**config.mk**
```make
export PLATFORM = sky130hd
export DESIGN_NAME = irq_nest_ctrl
export DESIGN_NICKNAME = d
export VERILOG_FILES = /design/src/rtl/irqc_pkg.sv /design/src/rtl/irqc_regs.sv /design/src/rtl/irqc_arb.sv /design/src/rtl/irqc_inservice.sv /design/src/rtl/irq_nest_ctrl.sv
export SDC_FILE = /design/constraint.sdc
export NUM_CORES = 1
export LEC_CHECK = 0
export BUFFER_PORTS_ARGS = -buffer_cell sky130_fd_sc_hd__buf_2
export CELL_PAD_IN_SITES_DETAIL_PLACEMENT = 1
export CELL_PAD_IN_SITES_GLOBAL_PLACEMENT = 1
export CORE_MARGIN = 2
export CORE_UTILIZATION = 45
export CTS_CLUSTER_DIAMETER = 150
export DETAILED_ROUTE_END_ITERATION = 8
export GPL_ROUTABILITY_DRIVEN = 0
export PLACE_DENSITY_LB_ADDON = 0.1
export SLEW_MARGIN = 20
export SYNTH_ARGS = -nofsm -noshare
export SYNTH_HDL_FRONTEND = slang
export SYNTH_SLANG_ARGS = --single-unit
```
**constraint.sdc**
```tcl
create_clock -name clk -period 2.66 [get_ports clk]
set_clock_uncertainty 0.1 [all_clocks]
set_input_delay 0.133 -clock clk [delete_from_list [all_inputs] [get_ports clk]]
set_output_delay 0.133 -clock clk [all_outputs]
set_load 0.02 [all_outputs]
```
**src/rtl/irqc_pkg.sv**
```systemverilog
package irqc_pkg;
  localparam int NSRC  = 15;
  localparam int NLVL  = 4;
  localparam int LVLW  = 2;
  localparam int IDXW  = 4;
  localparam int NLINE = 6;
  localparam int NTMR  = 9;
  typedef logic [LVLW-1:0] lvl_t;
  typedef logic [IDXW-1:0] idx_t;
endpackage

```
**src/rtl/irqc_regs.sv**
```systemverilog
module irqc_regs
  import irqc_pkg::*;
(
  input  logic             clk,
  input  logic             rst_n,
  input  logic             we,
  input  logic [2:0]       addr,
  input  logic [7:0]       wdata,
  output logic [7:0]       rdata,
  input  logic [NLINE-1:0] line_i,
  input  logic [NTMR-1:0]  hw_tmr_i,
  input  logic             hw_adc_i,
  output logic [NSRC-1:0]  pend_o,
  output lvl_t             lvl_o [NSRC],
  output logic             gie_o
);
  localparam int LOW  = 7;            // sources held in the low byte
  localparam int HIGH = NSRC - LOW;   // sources held in the high byte
  localparam int ADC_SRC = NLINE;
  localparam int TMR_SRC = NLINE + 1;
  localparam int NCAPCMP = NTMR - 2;

  logic [NSRC-1:0] en_q, en_d, pri_q, pri_d, prh_q, prh_d;
  logic            gie_q, gie_d;
  logic [NTMR-1:0] tmr_q, tmr_d, tmr_sw;
  logic            adc_q, adc_d, adc_sw;
  logic [NSRC-1:0] raw;

  // next-state
  always_comb begin
    en_d   = en_q;
    pri_d  = pri_q;
    prh_d  = prh_q;
    gie_d  = gie_q;
    tmr_sw = tmr_q;
    adc_sw = adc_q;
    if (we) begin
      unique case (addr)
        3'd0: begin gie_d = wdata[7]; en_d[LOW-1:0] = wdata[LOW-1:0]; end
        3'd1: en_d[NSRC-1:LOW]  = wdata[HIGH-1:0];
        3'd2: pri_d[LOW-1:0]    = wdata[LOW-1:0];
        3'd3: pri_d[NSRC-1:LOW] = wdata[HIGH-1:0];
        3'd4: prh_d[LOW-1:0]    = wdata[LOW-1:0];
        3'd5: prh_d[NSRC-1:LOW] = wdata[HIGH-1:0];
        3'd6: tmr_sw[7:0]       = wdata;
        3'd7: begin
          tmr_sw[NTMR-1] = wdata[0];
          adc_sw         = adc_q & wdata[1];   // software may only clear
        end
        default: ;
      endcase
    end
    tmr_d = tmr_sw | hw_tmr_i;   // hardware set wins
    adc_d = adc_sw | hw_adc_i;
  end

  // registers
  always_ff @(posedge clk or negedge rst_n) begin
    if (!rst_n) begin
      en_q  <= '0;
      pri_q <= '0;
      prh_q <= '0;
      gie_q <= 1'b0;
      tmr_q <= '0;
      adc_q <= 1'b0;
    end else begin
      en_q  <= en_d;
      pri_q <= pri_d;
      prh_q <= prh_d;
      gie_q <= gie_d;
      tmr_q <= tmr_d;
      adc_q <= adc_d;
    end
  end

  // source assembly
  always_comb begin
    raw = '0;
    raw[NLINE-1:0] = line_i;
    raw[ADC_SRC]   = adc_q;
    raw[TMR_SRC +: NCAPCMP] = tmr_q[NCAPCMP-1:0];
    raw[NSRC-1]    = tmr_q[NTMR-2] | tmr_q[NTMR-1];
  end

  assign pend_o = raw & en_q & {NSRC{gie_q}};
  assign gie_o  = gie_q;

  for (genvar s = 0; s < NSRC; s++) begin : g_lvl
    assign lvl_o[s] = {prh_q[s], pri_q[s]};
  end

  always_comb begin
    unique case (addr)
      3'd0: rdata = {gie_q, en_q[LOW-1:0]};
      3'd1: rdata = en_q[NSRC-1:LOW];
      3'd2: rdata = {1'b0, pri_q[LOW-1:0]};
      3'd3: rdata = pri_q[NSRC-1:LOW];
      3'd4: rdata = {1'b0, prh_q[LOW-1:0]};
      3'd5: rdata = prh_q[NSRC-1:LOW];
      3'd6: rdata = tmr_q[7:0];
      default: rdata = {6'b0, adc_q, tmr_q[NTMR-1]};
    endcase
  end

  // a write of 1 never sets the ADC-done flag
  p_adc_no_sw_set_r10: assert property (@(posedge clk) disable iff (!rst_n)
    (we && addr == 3'd7 && wdata[1] && !adc_q && !hw_adc_i) |=> !adc_q);

  // every hardware-set flag is set on the next cycle
  p_hw_set_wins_r12: assert property (@(posedge clk) disable iff (!rst_n)
    (|hw_tmr_i) |=> ((tmr_q & $past(hw_tmr_i)) == $past(hw_tmr_i)));
endmodule

```
**src/rtl/irqc_arb.sv**
```systemverilog
module irqc_arb
  import irqc_pkg::*;
(
  input  logic [NSRC-1:0] pend_i,
  input  lvl_t            lvl_i [NSRC],
  input  logic [LVLW:0]   floor_i,   // lowest level allowed to win
  output logic            hit_o,
  output idx_t            idx_o,
  output lvl_t            lvl_o
);
  logic [NSRC-1:0] at_lvl [NLVL];
  idx_t            first  [NLVL];

  for (genvar l = 0; l < NLVL; l++) begin : g_level
    for (genvar s = 0; s < NSRC; s++) begin : g_src
      assign at_lvl[l][s] = pend_i[s] && (lvl_i[s] == LVLW'(l));
    end
    always_comb begin
      first[l] = '0;
      for (int s = NSRC - 1; s >= 0; s--)
        if (at_lvl[l][s]) first[l] = IDXW'(s);
    end
  end

  always_comb begin
    hit_o = 1'b0;
    idx_o = '0;
    lvl_o = '0;
    for (int l = 0; l < NLVL; l++) begin
      if ((|at_lvl[l]) && ((LVLW+1)'(l) >= floor_i)) begin
        hit_o = 1'b1;
        idx_o = first[l];
        lvl_o = LVLW'(l);
      end
    end
  end
endmodule

```
**src/rtl/irqc_inservice.sv**
```systemverilog
module irqc_inservice
  import irqc_pkg::*;
(
  input  logic            clk,
  input  logic            rst_n,
  input  logic            set_i,
  input  lvl_t            set_lvl_i,
  input  logic            ret_i,
  output logic [NLVL-1:0] mask_o,
  output logic [LVLW:0]   floor_o
);
  logic [NLVL-1:0] mask_q, mask_d, top_oh;

  always_comb begin
    top_oh  = '0;
    floor_o = '0;
    for (int l = 0; l < NLVL; l++) begin
      if (mask_q[l]) begin
        top_oh  = '0;
        top_oh[l] = 1'b1;
        floor_o = (LVLW+1)'(l + 1);
      end
    end
  end

  always_comb begin
    mask_d = mask_q;
    if (ret_i) mask_d = mask_d & ~top_oh;
    if (set_i) mask_d[set_lvl_i] = 1'b1;
  end

  always_ff @(posedge clk or negedge rst_n) begin
    if (!rst_n) mask_q <= '0;
    else        mask_q <= mask_d;
  end

  assign mask_o = mask_q;

  p_ack_sets_level_r6: assert property (@(posedge clk) disable iff (!rst_n)
    (set_i && !ret_i) |=> mask_q[$past(set_lvl_i)]);

  p_ret_clears_one_r7: assert property (@(posedge clk) disable iff (!rst_n)
    (ret_i && !set_i && mask_q != '0) |=>
      ($countones(mask_q) == $countones($past(mask_q)) - 1));
endmodule

```
**src/rtl/irq_nest_ctrl.sv**
```systemverilog
module irq_nest_ctrl
  import irqc_pkg::*;
(
  input  logic             clk,
  input  logic             rst_n,
  input  logic             reg_we,
  input  logic [2:0]       reg_addr,
  input  logic [7:0]       reg_wdata,
  output logic [7:0]       reg_rdata,
  input  logic [NLINE-1:0] src_line,
  input  logic [NTMR-1:0]  hw_tmr_set,
  input  logic             hw_adc_set,
  output logic             irq_req,
  output logic [IDXW-1:0]  irq_idx,
  output logic [LVLW-1:0]  irq_lvl,
  input  logic             irq_ack,
  input  logic             irq_ret,
  output logic [NLVL-1:0]  isr_mask
);
  logic [NSRC-1:0] pend;
  lvl_t            lvl [NSRC];
  logic            gie;
  logic [LVLW:0]   floor_lvl;
  logic            hit;
  idx_t            win_idx;
  lvl_t            win_lvl;
  logic            ack_ok;
  logic            req_q, req_d;
  idx_t            idx_q, idx_d;
  lvl_t            lvl_q, lvl_d;

  irqc_regs u_regs (
    .clk(clk), .rst_n(rst_n), .we(reg_we), .addr(reg_addr), .wdata(reg_wdata),
    .rdata(reg_rdata), .line_i(src_line), .hw_tmr_i(hw_tmr_set),
    .hw_adc_i(hw_adc_set), .pend_o(pend), .lvl_o(lvl), .gie_o(gie)
  );

  irqc_arb u_arb (
    .pend_i(pend), .lvl_i(lvl), .floor_i(floor_lvl),
    .hit_o(hit), .idx_o(win_idx), .lvl_o(win_lvl)
  );

  assign ack_ok = irq_ack & req_q;

  irqc_inservice u_isr (
    .clk(clk), .rst_n(rst_n), .set_i(ack_ok), .set_lvl_i(lvl_q),
    .ret_i(irq_ret), .mask_o(isr_mask), .floor_o(floor_lvl)
  );

  always_comb begin
    req_d = hit & ~ack_ok;
    idx_d = win_idx;
    lvl_d = win_lvl;
  end

  always_ff @(posedge clk or negedge rst_n) begin
    if (!rst_n) begin
      req_q <= 1'b0;
      idx_q <= '0;
      lvl_q <= '0;
    end else begin
      req_q <= req_d;
      idx_q <= idx_d;
      lvl_q <= lvl_d;
    end
  end

  assign irq_req = req_q;
  assign irq_idx = idx_q;
  assign irq_lvl = lvl_q;

  // a presented request is strictly above every level in service
  p_req_above_isr_r4: assert property (@(posedge clk) disable iff (!rst_n)
    irq_req |-> ((LVLW+1)'(irq_lvl) >= floor_lvl));

  // no request unless the global enable was on
  p_global_gate_r3: assert property (@(posedge clk) disable iff (!rst_n)
    irq_req |-> $past(gie));

  // an accepted request is withdrawn on the next cycle
  p_ack_drops_req_r6: assert property (@(posedge clk) disable iff (!rst_n)
    (irq_ack && irq_req) |=> !irq_req);
endmodule

```
# After elaboration in Yosys (flattened, before gate mapping)
# Index checks and enable logic that the tools add are counted.
[classes]
n_bitwise = 12
muxes = 89
order_cmp = 6
n_reduce_logical = 91
n_eq_ne = 52
[ops]
columns = ["cell", "n"]
rows = [
  ["$mux W4", 67],
  ["$logic_and A1 B1 Y1", 65],
  ["$eq A2 B2 Y1 const B", 30],
  ["$reduce_or A15 Y1", 4],
  ["$pmux W8 S7", 1],
  ["$and A15 B15 Y15", 2],
  ["$eq A2 B1 Y1 const B", 15],
  ["$logic_not A2 Y1", 15],
  ["$eq A3 B3 Y1 const B", 4],
  ["$mux W3", 4],
  ["$reduce_and A2 Y1", 6],
  ["$mux W1", 11],
  ["$mux W9", 1],
  ["$or A9 B9 Y9", 1],
  ["$mux W8", 1],
  ["$eq A3 B2 Y1 const B", 2],
  ["$ge A1 B3 Y1 const A", 2],
  ["$ge A2 B3 Y1 const A", 2],
  ["$mux W2", 3],
  ["$and A4 B4 Y4", 1],
  ["$not A4 Y4", 1],
  ["$or A4 B4 Y4", 1],
  ["$and A1 B1 Y1", 3],
  ["$eq A3 B1 Y1 const B", 1],
  ["other kinds (6)", 7],
]
[word_totals]
in_bits = 32
elab_cells = 263
ff_bits = 67

# Depth between registers and ports, before layout
[depth]
ltp_word = 23
mapped_depth = 10

# By module
# From an unflattened synthesis, not the netlist that was laid out.
[unflattened]
hier_cells = 457
area_unflattened_um2 = 4406.7
[by_module_without_submodules]
columns = ["mod", "area_each_um2", "seq_area_each_um2", "instances", "cells_each"]
rows = [
  ["irqc_regs", 2824.0, 1401.3, 1, 228],
  ["irqc_arb", 1179.9, 0.0, 1, 197],
  ["irqc_inservice", 214.0, 100.1, 1, 23],
  ["irq_nest_ctrl", 188.9, 175.2, 1, 9],
]

# Least setup slack after synthesis
# OpenSTA, ideal clock, no wires.
[synth_path]
kind = "register to register"
startpoint = "register u_regs.gie_q, in the netlist u_regs.gie_o"
endpoint = "register idx_q[1], in the netlist irq_idx[1]"
path_buffers = 1
period_less_slack_ps = 2455
setup_ps = 139
path_stages_with_launch = 8
t_required_ps = 2421
slack_ps = 205
arrival_time_ps = 2217
path_cell_list = "dfrtp_1 > buf_6 > and3_4 > o2bb2ai_2 > or4b_4 > o21ai_2 > and4b_1 > or4_1"
[synth_via]
elab_chain_cells = 21
word_cells_on_any_way = 133
classes_between = "64 x mux; 1 x bitwise; 68 x reduce/logical"
[synth_lines]
columns = ["element", "line", "source"]
rows = [
  ["start: declaration", "irqc_regs.sv:24", "logic gie_q, gie_d;"],
  ["start signal: assignment", "irqc_regs.sv:70", "gie_q <= gie_d;"],
  ["$and A15 B15 Y15 (*)", "irqc_regs.sv:85", "assign pend_o = raw & en_q & {NSRC{gie_q}};"],
  ["$logic_and A1 B1 Y1", "irqc_arb.sv:16", "assign at_lvl[l][s] = pend_i[s] && (lvl_i[s] == LVLW'(l));"],
  ["$mux W4 (15 in series)", "irqc_arb.sv:21", "if (at_lvl[l][s]) first[l] = IDXW'(s);"],
  ["$mux W4 (3 in series)", "irqc_arb.sv:30", "if ((|at_lvl[l]) && ((LVLW+1)'(l) >= floor_i)) begin"],
  ["$mux W4 (*)", "irqc_arb.sv:30", ""],
  ["named net idx_d[1]", "irq_nest_ctrl.sv:29", "idx_t idx_q, idx_d;"],
  ["end signal: assignment", "irq_nest_ctrl.sv:63", "idx_q <= idx_d;"],
  ["end: declaration", "irq_nest_ctrl.sv:29", ""],
]
# The timed path passes the listed nets; every way through them passes the cells marked *.
# A chain may end at the register's enable or synchronous reset.

# Worst setup path in the final report
# Ends and elaborated chain as after synthesis.

==> metrics.md <==
| Metric | Value |
|---|---|
| Cell count after synthesis | 480 |
| Post-detailed-route wirelength per cell | approximately 24 microns |
| FF-to-FF setup slack | between 8 and 9 ps |
| Initial antenna violation count | 0 |
| Maximum clock insertion buffer count | 2 |
| Crit path kind | reg -> reg |
| Main synth FF type | dfrtp_1 |
| Congestion Overflow GR | 0 |
| Worst-path clk slew | ~80 ps |
| Leak | around 2.3 nW |
| Io pins | 51 |
| Die Ht | between 100 and 150 microns |
| FF-to-FF End | irq_idx[1] |
| Final setup fails | 0 |
| Endpoint, Worst Hold | u_regs.pri_q[2] |
| Status | finished, final reports clean |
| CP Capture Type | flip-flop |
| Max IR drop VDD | approximately 0.00034 V |
| Hold WC Path Type | in -> reg |
| WL final | about 17 mm |
| Critical path arrival | around 2800 ps |
| Syn avg cell area | about 9.4 sq um |
| Die X | 104 microns |
| Slew headroom | ~47% |
| CTS tree | yes |
| DRT iter0 DRCs | ~280 |
| TritonCTS Buffers | 9 |
| Reg2reg start | u_regs.gie_o |
| Post-synthesis cell type count | between 60 and 70 |
| Core Footprint | between 9000 and 10000 sq um |
| Hold_sp | reg_wdata[2] |
| Worst Path Required | approximately 2800 ps |
| Post-Syn Area | 4490 sq um |
| Synth async-reset ratio | 100% |
| Clock sinks | between 60 and 70 |
| Yosys reg bits | 67 |
| Hold depth | 3 |
| Vias in the first global route | 4742 |
| Area growth, synth to finish | 23.4% |
| Gr usage total | about a third |
| CTS HTree Levels | 3 |
| R2r worst-path depth | 7 |
| Die area | about 11000 sq um |
| DP HPWL | about 13 mm |
| Pre-antenna DRT Iters | 5 |
| Root Driver | clkbuf_8 |
| Unrepaired setup endpoints after global routing | true |
| Diodes inserted | 0 |
| Post-placement cell area | approximately 5100 sq um |
| Slew Limit Fails | 0 |
| Layout cells sized above 1 | between 20% and 30% |
| Detail Route Antenna Nets | 0 |
| PwrDens | between 700 and 800 nW/um^2 |
| Setup TNS | 0 ps |
| Clock latency at the later pin of the worst-skew pair | roughly 360 ps |
| Synthesized net count | 512 |
| Post-CTS Setup Bufs | 0 |
| Post-synth EDFFs | 0 |
| Max Fanout on Critical Path | 15 |
| Worst-margin pin slew | between 700 and 800 ps |
| MaxCap Viol Count | 0 |
| Final hold vios | 0 |
| CP startpoint kind | flip-flop |
| Vias | 4639 |
| Min cycle time layout | approximately 2700 ps |
| Cell area after layout | around 5500 sq um |
| Layout net count | 608 |
| Pin count of the biggest net entering global routing | 32 |
| Fin crit share | between 90% and 100% |
| First-pass GRT wire length | about 26 mm |
| # port buffers | 50 |
| Seq/Total Area, Yosys | roughly 37% |
| Initial Util | roughly 46% |
| Cell Rows | 36 |
| DRC Markers | 0 |
| Vias/cell | 6.50 |
| Top achievable clock speed | ~380 MHz |
| Yosys warning total | 0 |
-- flip-flops by register name (all words and copies together), names as in the netlist --
signal	cells
u_isr.mask_o	4
u_regs.tmr_q	9
u_regs.gie_o	1
u_regs.adc_q	1
irq_idx	4
irq_req	1
u_regs.en_q	15
u_regs.pri_q	15
u_regs.prh_q	15
irq_lvl	2
-- layout by cell type (no fill, tap or decap), types with 6 or more instances in the layout --
master	n
a211oi_1	7
a21oi_1	15
a22oi_1	14
a31oi_1	8
and4_1	10
buf_2	50
buf_4	40
clkbuf_8	11
dfrtp_1	67
dlygate4sd3_1	17
inv_1	16
mux2_2	43
nand2_1	46
nand3_1	14
nand3b_1	11
nand4_1	14
nor2_1	21
nor2b_1	8
nor3_1	13
o211ai_1	6
o21ai_0	31
-- through the flow --
| step | cells | hold WS [ps] | setup WS (ps) | power (mW) | utilization (%) |
|---|---|---|---|---|---|
| after floorplan | 480 | -263 | 205 | 2.61 | - |
| after global placement | 681 | 138 | 72.2 | 3.30 | 52.5 |
| after detailed placement | 681 | 145 | 2.72 | 3.35 | 52.5 |
| after CTS | 714 | 2.30 | 23.4 | 4.19 | 56.2 |
| after global routing | 714 | 19.5 | -63.4 | 4.49 | 56.9 |
| final | 714 | 22.7 | 8.40 | 4.25 | 56.9 |
-- routing by layer --
metal / part of all wire [%] / track usage [%] / vias up
li1: - / - / 2063
met1: 42 / 40.9 / 2342
met2: 48 / 52.2 / 190
met3: 6.3 / 6.58 / 44
met4: 3.6 / 13.1 / 0
met5: 0 / 0 / -
-- worst max-delay path by stage --
stage | endpoint | start
floorplan | irq_idx[1] | u_regs.gie_o
global placement | irq_idx[3] | u_regs.gie_o
detailed placement | irq_idx[1] | u_regs.gie_o
CTS | irq_idx[1] | u_regs.gie_o
global route | irq_idx[1] | u_regs.gie_o
finish | irq_idx[1] | u_regs.gie_o
-- critical path, cell delays in order, from the launching register on --
cell	delay, ps
dfrtp_1	430
buf_4	200
and4b_2	270
a2bb2oi_2	180
or4b_4	500
o21ai_2	160
and4b_1	220
or4_1	470
-- final cells by class --
cell class | instances | area [sq um]
fill | 1160 | 4190
multi-input combinational | 374 | 2720
clock buffer | 12 | 155
timing repair buffer | 108 | 741
tap | 133 | 166
clock inverter | 4 | 25.0
inverter | 16 | 60.1
sequential | 67 | 1680
-- cells by family after synthesis --
kind of cell | share of synthesized area, %
simple gates | 23.7
compound gates | 22.6
mux | 12.7
flops | 37.3
buf+inv | 3.62
-- what timing repair did --
action,in CTS,in global routing
resized for setup,1,15
hold buffers,17,0
hold endpoints to repair,45,0
setup endpoints to repair,1,3
cloned,0,0
-- where the power goes --
group / total, mW / internal (mW) / switching [mW]
logic: 1.86 / 0.847 / 1.01
clock network: 0.808 / 0.386 / 0.422
registers: 1.59 / 1.25 / 0.339
-- cell usage after synthesis (all sizes together) (6+ instances only) --
master,n,area [sq um]
a22oi,14,105
o211ai,6,45.0
inv,16,60.1
o21ai,32,164
nand4,14,87.6
a31oi,8,50.1
and4b,6,60.1
nor2b,8,50.1
o2bb2ai,6,58.8
a32oi,6,52.6
nor3,13,65.1
nor2,21,78.8
a211oi,7,52.6
nand2,46,173
and4,10,87.6
a21oi,15,75.1
mux2,43,484
nand3,14,70.1
buf,6,37.5
nand3b,11,82.6
clkbuf,17,65.1
dfrtp,67,1680
Power figures use the tool's default switching activity.
